===== src/rtl/sertx_pkg.sv =====
package sertx_pkg;

  typedef enum logic [1:0] {ST_IDLE, ST_SHIFT, ST_STOP} tx_state_e;

  typedef struct packed {
    logic [10:0] bits;
    logic [3:0]  nbits;
  } frame_t;

  // Assemble one character, bit 0 first on the line.
  function automatic frame_t build_frame(input logic [7:0] d, input logic [1:0] len_code,
                                         input logic par_en, input logic par_odd,
                                         input logic add_start, input logic raw_extra);
    frame_t      f;
    logic [7:0]  dm;
    logic [8:0]  word;
    int unsigned len;
    int unsigned n;
    len = 5 + int'(len_code);
    for (int i = 0; i < 8; i++) dm[i] = (i < len) ? d[i] : 1'b0;
    word = {1'b0, dm};
    n    = len;
    if (raw_extra) begin
      word[len] = d[len];
      n = len + 1;
    end else if (par_en) begin
      word[len] = (^dm) ^ par_odd;
      n = len + 1;
    end
    if (add_start) begin
      f.bits  = {1'b0, word, 1'b0};
      f.nbits = 4'(n + 1);
    end else begin
      f.bits  = {2'b00, word};
      f.nbits = 4'(n);
    end
    return f;
  endfunction

endpackage


===== src/rtl/sertx_hold.sv =====
module sertx_hold #(
  parameter int DW = 8
) (
  input  logic          clk,
  input  logic          rst,
  input  logic          wr_stb,
  input  logic [DW-1:0] wr_data,
  input  logic          pop,
  output logic          full,
  output logic [DW-1:0] data,
  output logic          ready
);
  logic nxt_full;
  logic accept;

  always_comb begin
    accept   = wr_stb && (pop || !full);
    nxt_full = pop ? wr_stb : (full || wr_stb);
  end

  always_ff @(posedge clk) begin
    if (rst) begin
      full  <= 1'b0;
      ready <= 1'b1;
    end else begin
      full  <= nxt_full;
      ready <= !nxt_full;
    end
  end

  always_ff @(posedge clk) begin
    if (accept) data <= wr_data;
  end
endmodule


===== src/rtl/sertx_timer.sv =====
module sertx_timer #(
  parameter int CW = 6
) (
  input  logic          clk,
  input  logic          rst,
  input  logic          tick,
  input  logic          clear,
  input  logic [CW-1:0] limit,
  output logic          done
);
  logic [CW-1:0] cnt;

  assign done = tick && (cnt == limit - 1'b1);

  always_ff @(posedge clk) begin
    if (rst) cnt <= '0;
    else if (tick) begin
      if (clear || done) cnt <= '0;
      else               cnt <= cnt + 1'b1;
    end
  end
endmodule


===== src/rtl/sertx_engine.sv =====
module sertx_engine import sertx_pkg::*; #(
  parameter int OVS = 16,
  parameter int CW  = 6
) (
  input  logic          clk,
  input  logic          rst,
  input  logic          tick,
  input  logic          cfg_sync,
  input  logic          cfg_div16,
  input  logic [1:0]    cfg_len,
  input  logic          cfg_par_en,
  input  logic          cfg_par_odd,
  input  logic [1:0]    cfg_stop,
  input  logic [7:0]    sync_char,
  input  logic          hold_full,
  input  logic [7:0]    hold_data,
  input  logic          tm_done,
  output logic          tm_clear,
  output logic [CW-1:0] tm_limit,
  output logic          pop,
  output logic          line,
  output logic          fill
);
  localparam logic [CW-1:0] BIT16  = CW'(OVS);
  localparam logic [CW-1:0] STOP15 = CW'(OVS + OVS / 2);
  localparam logic [CW-1:0] STOP2  = CW'(2 * OVS);

  tx_state_e     state;
  logic [10:0]   frm;
  logic [3:0]    left;
  logic [CW-1:0] bit_ticks;
  logic [CW-1:0] stop_ticks;
  logic          boundary;
  logic          raw_sc;
  frame_t        nf;

  always_comb begin
    bit_ticks = cfg_div16 ? BIT16 : CW'(1);
    if (cfg_div16) begin
      case (cfg_stop)
        2'd0:    stop_ticks = BIT16;
        2'd1:    stop_ticks = STOP15;
        default: stop_ticks = STOP2;
      endcase
    end else begin
      stop_ticks = (cfg_stop == 2'd0) ? CW'(1) : CW'(2);
    end
    tm_limit = (state == ST_STOP) ? stop_ticks : bit_ticks;
    tm_clear = (state == ST_IDLE);
    boundary = tick && ((state == ST_IDLE) ||
               (tm_done && (state == ST_STOP ||
                            (state == ST_SHIFT && left == 4'd1 && cfg_sync))));
    pop      = boundary && hold_full;
    raw_sc   = !hold_full && cfg_sync && cfg_par_en && (cfg_len != 2'd3);
    nf       = build_frame(hold_full ? hold_data : sync_char, cfg_len, cfg_par_en,
                           cfg_par_odd, !cfg_sync, raw_sc);
  end

  always_ff @(posedge clk) begin
    if (rst) begin
      state <= ST_IDLE;
      line  <= 1'b1;
      fill  <= 1'b0;
      frm   <= '0;
      left  <= '0;
    end else if (boundary) begin
      if (hold_full || cfg_sync) begin
        state <= ST_SHIFT;
        frm   <= nf.bits;
        left  <= nf.nbits;
        line  <= nf.bits[0];
        fill  <= !hold_full;
      end else begin
        state <= ST_IDLE;
        line  <= 1'b1;
      end
    end else if (state == ST_SHIFT && tm_done) begin
      if (left == 4'd1) begin
        state <= ST_STOP;
        line  <= 1'b1;
      end else begin
        frm  <= frm >> 1;
        line <= frm[1];
        left <= left - 4'd1;
      end
    end
  end
endmodule


===== src/rtl/serial_tx_dbuf.sv =====
module serial_tx_dbuf #(
  parameter int OVS = 16
) (
  input  logic       clk,
  input  logic       rst,
  input  logic       tx_tick,
  input  logic       cfg_sync,
  input  logic       cfg_div16,
  input  logic [1:0] cfg_len,
  input  logic       cfg_par_en,
  input  logic       cfg_par_odd,
  input  logic [1:0] cfg_stop,
  input  logic [7:0] sync_char,
  input  logic       wr_stb,
  input  logic [7:0] wr_data,
  output logic       tx_line,
  output logic       tx_ready,
  output logic       underrun
);
  localparam int CW = $clog2(2 * OVS + 1);

  logic          hold_full;
  logic [7:0]    hold_data;
  logic          pop;
  logic          tm_done;
  logic          tm_clear;
  logic [CW-1:0] tm_limit;

  sertx_hold #(.DW(8)) hold_i (
    .clk(clk), .rst(rst), .wr_stb(wr_stb), .wr_data(wr_data), .pop(pop),
    .full(hold_full), .data(hold_data), .ready(tx_ready)
  );

  sertx_timer #(.CW(CW)) timer_i (
    .clk(clk), .rst(rst), .tick(tx_tick), .clear(tm_clear), .limit(tm_limit),
    .done(tm_done)
  );

  sertx_engine #(.OVS(OVS), .CW(CW)) engine_i (
    .clk(clk), .rst(rst), .tick(tx_tick), .cfg_sync(cfg_sync), .cfg_div16(cfg_div16),
    .cfg_len(cfg_len), .cfg_par_en(cfg_par_en), .cfg_par_odd(cfg_par_odd),
    .cfg_stop(cfg_stop), .sync_char(sync_char), .hold_full(hold_full),
    .hold_data(hold_data), .tm_done(tm_done), .tm_clear(tm_clear), .tm_limit(tm_limit),
    .pop(pop), .line(tx_line), .fill(underrun)
  );
endmodule


===== config.mk =====
export PLATFORM = sky130hd
export DESIGN_NAME = serial_tx_dbuf
export DESIGN_NICKNAME = d
export VERILOG_FILES = /design/src/rtl/sertx_pkg.sv /design/src/rtl/sertx_hold.sv /design/src/rtl/sertx_timer.sv /design/src/rtl/sertx_engine.sv /design/src/rtl/serial_tx_dbuf.sv
export SDC_FILE = /design/constraint.sdc
export NUM_CORES = 1
export LEC_CHECK = 0
export BUFFER_PORTS_ARGS = -buffer_cell sky130_fd_sc_hd__buf_2
export CAP_MARGIN = 10
export CORE_ASPECT_RATIO = 2
export CORE_UTILIZATION = 45
export DETAILED_ROUTE_END_ITERATION = 6
export PLACE_DENSITY_LB_ADDON = 0.3
export SLEW_MARGIN = 20
export SYNTH_ARGS = -nofsm -noshare
export SYNTH_HDL_FRONTEND = slang
export SYNTH_SLANG_ARGS = --single-unit

===== constraint.sdc =====
create_clock -name clk -period 3.5 [get_ports clk]
set_input_delay 0.525 -clock clk [delete_from_list [all_inputs] [get_ports clk]]
set_output_delay 0.525 -clock clk [all_outputs]
set_load 0.01 [all_outputs]

# Word level (Yosys, flattened, before mapping)
# Cells that the tools add are included.
# op_classes
n_reduce_logical	28
bitwise	1
n_addsub	6
n_eq_ne	8
n_lt_le_gt_ge	11
n_mux	43
# op_table
op	count
< comparator 3 x 32 -> 1 bit (first input constant)	4
< comparator 1 x 32 -> 1 bit (first input constant)	2
< comparator 2 x 32 -> 1 bit (first input constant)	2
two-way mux 11 bit	4
>= comparator 32 x 1 -> 1 bit (second input constant)	1
< comparator 32 x 4 -> 1 bit (second input constant)	1
< comparator 32 x 5 -> 1 bit (second input constant)	1
two-way mux 4 bit	6
bitwise mux 9 bit	2
two-way mux 6 bit	3
two-way mux 9 bit	2
two-way mux 1 bit	16
two-way mux 14 bit	1
logical AND 1 bit	12
one-hot mux 6 bit (2 select lines)	1
adder 4 x 1 -> 4 bit (second input constant)	2
two-way mux 2 bit	4
two-way mux 8 bit	1
parity 8 bit	1
adder 6 x 1 -> 6 bit (second input constant)	1
equality test 6 bit	1
logical OR 1 bit	6
subtractor 6 x 1 -> 6 bit (second input constant)	1
two-way mux 5 bit	1
15 further kinds	21
# totals
register_bits	35

# Longest topological paths before layout
# logic_depth
word_depth	13
ltp_mapped	12
mapped_depth_nobuf	11

# Cells and area by module
# Synthesis repeated with hierarchy kept, for this count alone.
# hier_totals
hier_cells	298
area_unflattened_um2	2583.7
# by_module_without_submodules
module	area_each_um2	seq_area_each_um2	instances	cells_each
sertx_engine	1719.1	340.3	1	220
sertx_timer	546.8	120.1	1	64
sertx_hold	317.8	280.3	1	14

# Worst setup path after synthesis
# Ideal clock, no wire load.
# synth_path
kind	input to register
from	input cfg_stop[1]
to	register hold_i.data[0] (enable)
path_stages	8
setup_ns	0.385
t_required_ns	3.115
arrival_time_ns	2.549
setup_slack_ns	0.566
n_path_buf	1
cell_sequence	nand4b_1 > ha_1 > xor2_1 > o2111ai_1 > a21oi_1 > a32oi_1 > clkbuf_1 > a21boi_0
# synth_between
elab_chain_cells	13
elab_cells_between_ends	15
classes_between	add/sub: 1; eq/ne: 2; mux: 4; reduce/logical: 8
# synth_lines
item	line_no	source
start: declaration	serial_tx_dbuf.sv:12	input logic [1:0] cfg_stop,
equality test 2 x 1 -> 1 bit / zero test 2 bit (equally long branches)	sertx_engine.sv:40, sertx_engine.sv:46	
one-hot mux 6 bit (2 select lines) / two-way mux 2 bit (equally long branches)	sertx_engine.sv:40, sertx_engine.sv:46	
two-way mux 6 bit *	sertx_engine.sv:39	if (cfg_div16) begin
two-way mux 6 bit *	sertx_engine.sv:48	tm_limit = (state == ST_STOP) ? stop_ticks : bit_ticks;
subtractor 6 x 1 -> 6 bit *	sertx_timer.sv:13	assign done = tick && (cnt == limit - 1'b1);
equality test 6 bit *	sertx_timer.sv:13	
logical AND 1 bit *	sertx_timer.sv:13	
logical AND 1 bit *	sertx_engine.sv:51	(tm_done && (state == ST_STOP ||
logical OR 1 bit *	sertx_engine.sv:50	boundary = tick && ((state == ST_IDLE) ||
logical AND 1 bit *	sertx_engine.sv:50	
logical AND 1 bit *	sertx_engine.sv:53	pop = boundary && hold_full;
logical OR 1 bit *	sertx_hold.sv:17	accept = wr_stb && (pop || !full);
logical AND 1 bit *	sertx_hold.sv:17	
named net hold_i.accept	sertx_hold.sv:14	logic accept;
end signal: assignment	sertx_hold.sv:32	if (accept) data <= wr_data;
end: declaration	sertx_hold.sv:10	output logic [DW-1:0] data,
# The timed path passes the listed nets; every way through them passes the cells marked *.
# A chain may end at the register's enable or synchronous reset.

# Worst setup path after layout
# layout_path
from	register engine_i.state[1]
to	register engine_i.left[2]
# layout_between
elab_chain_cells	10
elab_cells_between_ends	19
classes_between	add/sub: 1; eq/ne: 5; mux: 2; reduce/logical: 11
# layout_lines
item	line_no	source
start: declaration	sertx_engine.sv:28	tx_state_e state;
start signal: assignment	sertx_engine.sv:61	state <= ST_IDLE;
start signal: assignment	sertx_engine.sv:68	state <= ST_SHIFT;
start signal: assignment	sertx_engine.sv:74	state <= ST_IDLE;
equality test 2 bit	sertx_engine.sv:48, sertx_engine.sv:51	
two-way mux 6 bit	sertx_engine.sv:48	
subtractor 6 x 1 -> 6 bit	sertx_timer.sv:13	
equality test 6 bit	sertx_timer.sv:13	
logical AND 1 bit	sertx_timer.sv:13	
logical AND 1 bit	sertx_engine.sv:51	
logical OR 1 bit	sertx_engine.sv:50	
logical AND 1 bit	sertx_engine.sv:50	
inequality test 2 x 1 -> 1 bit (no source line), or another cell as far along	-	
AND reduction 3 bit (no source line)	-	
end signal: assignment	sertx_engine.sv:70	left <= nf.nbits;
end signal: assignment	sertx_engine.sv:84	left <= left - 4'd1;
end: declaration	sertx_engine.sv:30	logic [3:0] left;
# Parallel ways exist; a longest one is shown, timed or not.

==> out/metrics.csv <==
metric,value,unit
vias per cell,5.76,
R2R depth,12,
Post-synth ARST share,0,%
IO Port Bufs,30,
Cell Pwr Density,403,mW/mm^2
H-tree Lvls,2,
met3 usage,3.83,%
post-synthesis cell type count,54,
Critical Path AT,2970,ps
Critical path buffers and inverters,1,
largest net degree at the start of global routing,26,
initial drt markers,44,
Tmin final,2790,ps
Antenna Nets Post-Route,0,
gr busiest metal,met2,
Hold Crit Start,wr_data[0],
clock root cell,clkbuf_8,
gr usage total,21.9,%
Fmax,358,MHz
crit path from,engine_i.state[1],
fin crit share,79.8,%
FF-to-FF setup slack,710,ps
Starting Density,47.2,%
critical-path cell list,"nor2b_1, nand4b_1, ha_1, xor2_1, o2111ai_1, nor3_1, nand3_1, o21ai_2, buf_4, o21ai_1, a22oi_1, nor2_1",
Fillers,502,
# DRC,0,
Net Sw Power,311,uW
Yosys Warn Count,0,
Stages on worst setup path,12,
sequential element share of the synthesized area,32.3,%
max-slew violation count,0,
clock latency on the worst-skew pair,290,ps
met1 Track Usage GR,20.6,%
GP Congestion,0.879,
slowest library cell on the worst path,dfxtp_1,
CTS tree,built,
Startpoint Class,flop,
status,completed,
Die H,103,um
die width,52.5,um
router iterations before antenna repair,4,
critical path's top delay family,simple AND/OR/NAND/NOR gates,
peak supply drop,0.290,mV
routed vias,2051,
Synth area leaders,"dfxtp_1 (22%), edfxtp_1 (10%), ha_1 (6.5%), nor2_1 (4.6%), xnor2_1 (4.2%)",
IO Pins,31,
Max Fanout on Critical Path,17,
top-area cell type share of the netlist area,21.8,%
Leakage,1.03,nW
reg-to-reg startpoint,engine_i.state[1],
most used flip-flop cell after synthesis,dfxtp_1,
switching share of power,29.6,%
sequential power share,41.3,%
global-route wire length before repair,8.64,mm
Critical Path RT,3670,ps
"EDFF count, synth",8,
HPWL Detailed,4.18,mm
Hold Path Class,in2reg,
"Net Count, Synth",309,
core area,0.00486,mm^2
total routed wirelength,5.28,mm
synthesized area,0.00230,mm^2
Fin. Hold Viols,0,
"flops & latches, synth",33,
Sink Count,33,
maxcap violations,0,
cell taking the most area after synthesis,dfxtp_1,
final clock skew,4.80,ps
grt met2 use,42.5,%
RSZ-0062 raised after global routing,no,
Setup Viol. Count Final,0,
Congestion Overflow GR,0,
Post-CTS Repair Setup Buffers,0,
Slew @ Worst Pin,447,ps
total power draw,1.05,mW
Area growth syn-to-layout,13.6,%
Comb power frac,25.5,%
Synth Area per Inst,8.54,um^2
internal power,740,uW
post-synthesis cell count,269,
initial antenna violation count,0,
Worst-path clk slew,70,ps
Worst Setup Path Type,reg2reg,
vias in the first global route,1929,
crit-path max cell delay,410,ps
Slew headroom,70.2,%
diodes inserted,0,
crit end category,flop,
PostCTS Resize Cnt,0,
hold-fix buffers at CTS,0,
sum of negative setup slack,0,ps
fraction of layout cells with a size suffix above 1,17.7,%
CTS max path bufs,2,
DR WL/cell,14.8,um
die area,0.00541,mm^2
TritonCTS Buffers,5,
r2r endpoint,engine_i.left[2],
row count,36,
nets@finish,338,
CP endpoint,engine_i.left[2],
Clk pwr share,33.2,%
[sequential cells by signal, indices dropped and copies added (netlist names)]
register / count
engine_i.left: 4
engine_i.frm: 9
hold_i.data: 8
hold_i.full: 1
hold_i.ready: 1
engine_i.state: 2
engine_i.fill: 1
engine_i.line: 1
timer_i.cnt: 6
[how the worst min path moves through the flow]
stage | endpoint | slack, ps | depth (start not counted)
floorplan | engine_i.frm[3] | 460 | 2
global placement | engine_i.frm[1] | 470 | 2
detailed placement | engine_i.frm[3] | 470 | 2
CTS | hold_i.data[0] | 410 | 1
global route | hold_i.data[6] | 400 | 1
finish | hold_i.data[0] | 410 | 1
[cell families (layout without fill, tap and decap cells)]
kind of cell | after synthesis | after routing | share of synthesized area (%)
xor+xnor | 24 | 24 | 10.1
simple gates | 99 | 99 | 21.2
fa+ha+maj | 12 | 12 | 6.54
mux | 13 | 13 | 7.03
buf+inv | 24 | 54 | 4.41
compound gates | 64 | 64 | 18.4
flops | 33 | 33 | 32.3
[cells in the final DEF (no fill, tap or decap), types with 3 or more instances in the layout]
| master | instances |
|---|---|
| nor3_1 | 10 |
| or3_1 | 3 |
| nand3b_1 | 3 |
| nor2_1 | 28 |
| buf_2 | 30 |
| xnor2_1 | 11 |
| mux2i_1 | 9 |
| o21ai_1 | 5 |
| a311oi_1 | 3 |
| buf_4 | 7 |
| a21oi_1 | 19 |
| dfxtp_1 | 25 |
| a31oi_1 | 5 |
| inv_1 | 9 |
| ha_1 | 12 |
| a211oi_1 | 7 |
| edfxtp_1 | 8 |
| nand2_1 | 24 |
| o21ai_0 | 7 |
| nand4_1 | 4 |
| nand3_1 | 5 |
| nor2b_1 | 8 |
| xor2_1 | 10 |
| clkbuf_8 | 5 |
[Yosys cell counts (7+ instances only)]
master / number
nor3_1: 10
nor2b_1: 8
nor2_1: 28
nand2_1: 24
inv_1: 9
clkbuf_1: 10
edfxtp_1: 8
mux2i_1: 9
o21ai_0: 7
a21oi_1: 19
xor2_1: 10
xnor2_1: 11
dfxtp_1: 25
a211oi_1: 7
ha_1: 12
[cell type report]
| class | count | area, um^2 | share of cell area [%] |
|---|---|---|---|
| flip-flops and latches | 33 | 741 | 28.4 |
| well taps | 57 | 71.3 | 2.73 |
| clock buffers | 6 | 72.6 | 2.78 |
| repair buffers | 37 | 203 | 7.77 |
| multi-input cells | 212 | 1450 | 55.7 |
| clock inverters | 2 | 33.8 | 1.29 |
| inverters | 9 | 33.8 | 1.29 |
[metal layers]
layer  routed length [um]  vias to the layer above
li1                     -                     1021
met1                 1870                      960
met2                 3010                       55
met3                  211                       15
met4                  194                        0
met5                    0                        -
[through the flow]
stage          worst slack [ps]  cells  hold slack [ps]  cell area, um^2  util (%)
2_1_floorplan               566    269              455             2300         -
3_3_place_gp                707    348              466             2500      51.4
3_5_place_dp                661    348              474             2500      51.4
4_1_cts                     702    356              410             2610      53.6
5_1_grt                     454    356              403             2610      53.6
6_report                    706    356              412             2610      53.6
[power groups by stage]
stage,sequential [mW],clock (mW),combinational (mW)
floorplan,0.439,0,0.199
global placement,0.442,0,0.263
detailed placement,0.443,0,0.266
CTS,0.435,0.353,0.268
global route,0.438,0.370,0.299
finish,0.434,0.350,0.268
Power figures use the tool's default switching activity.
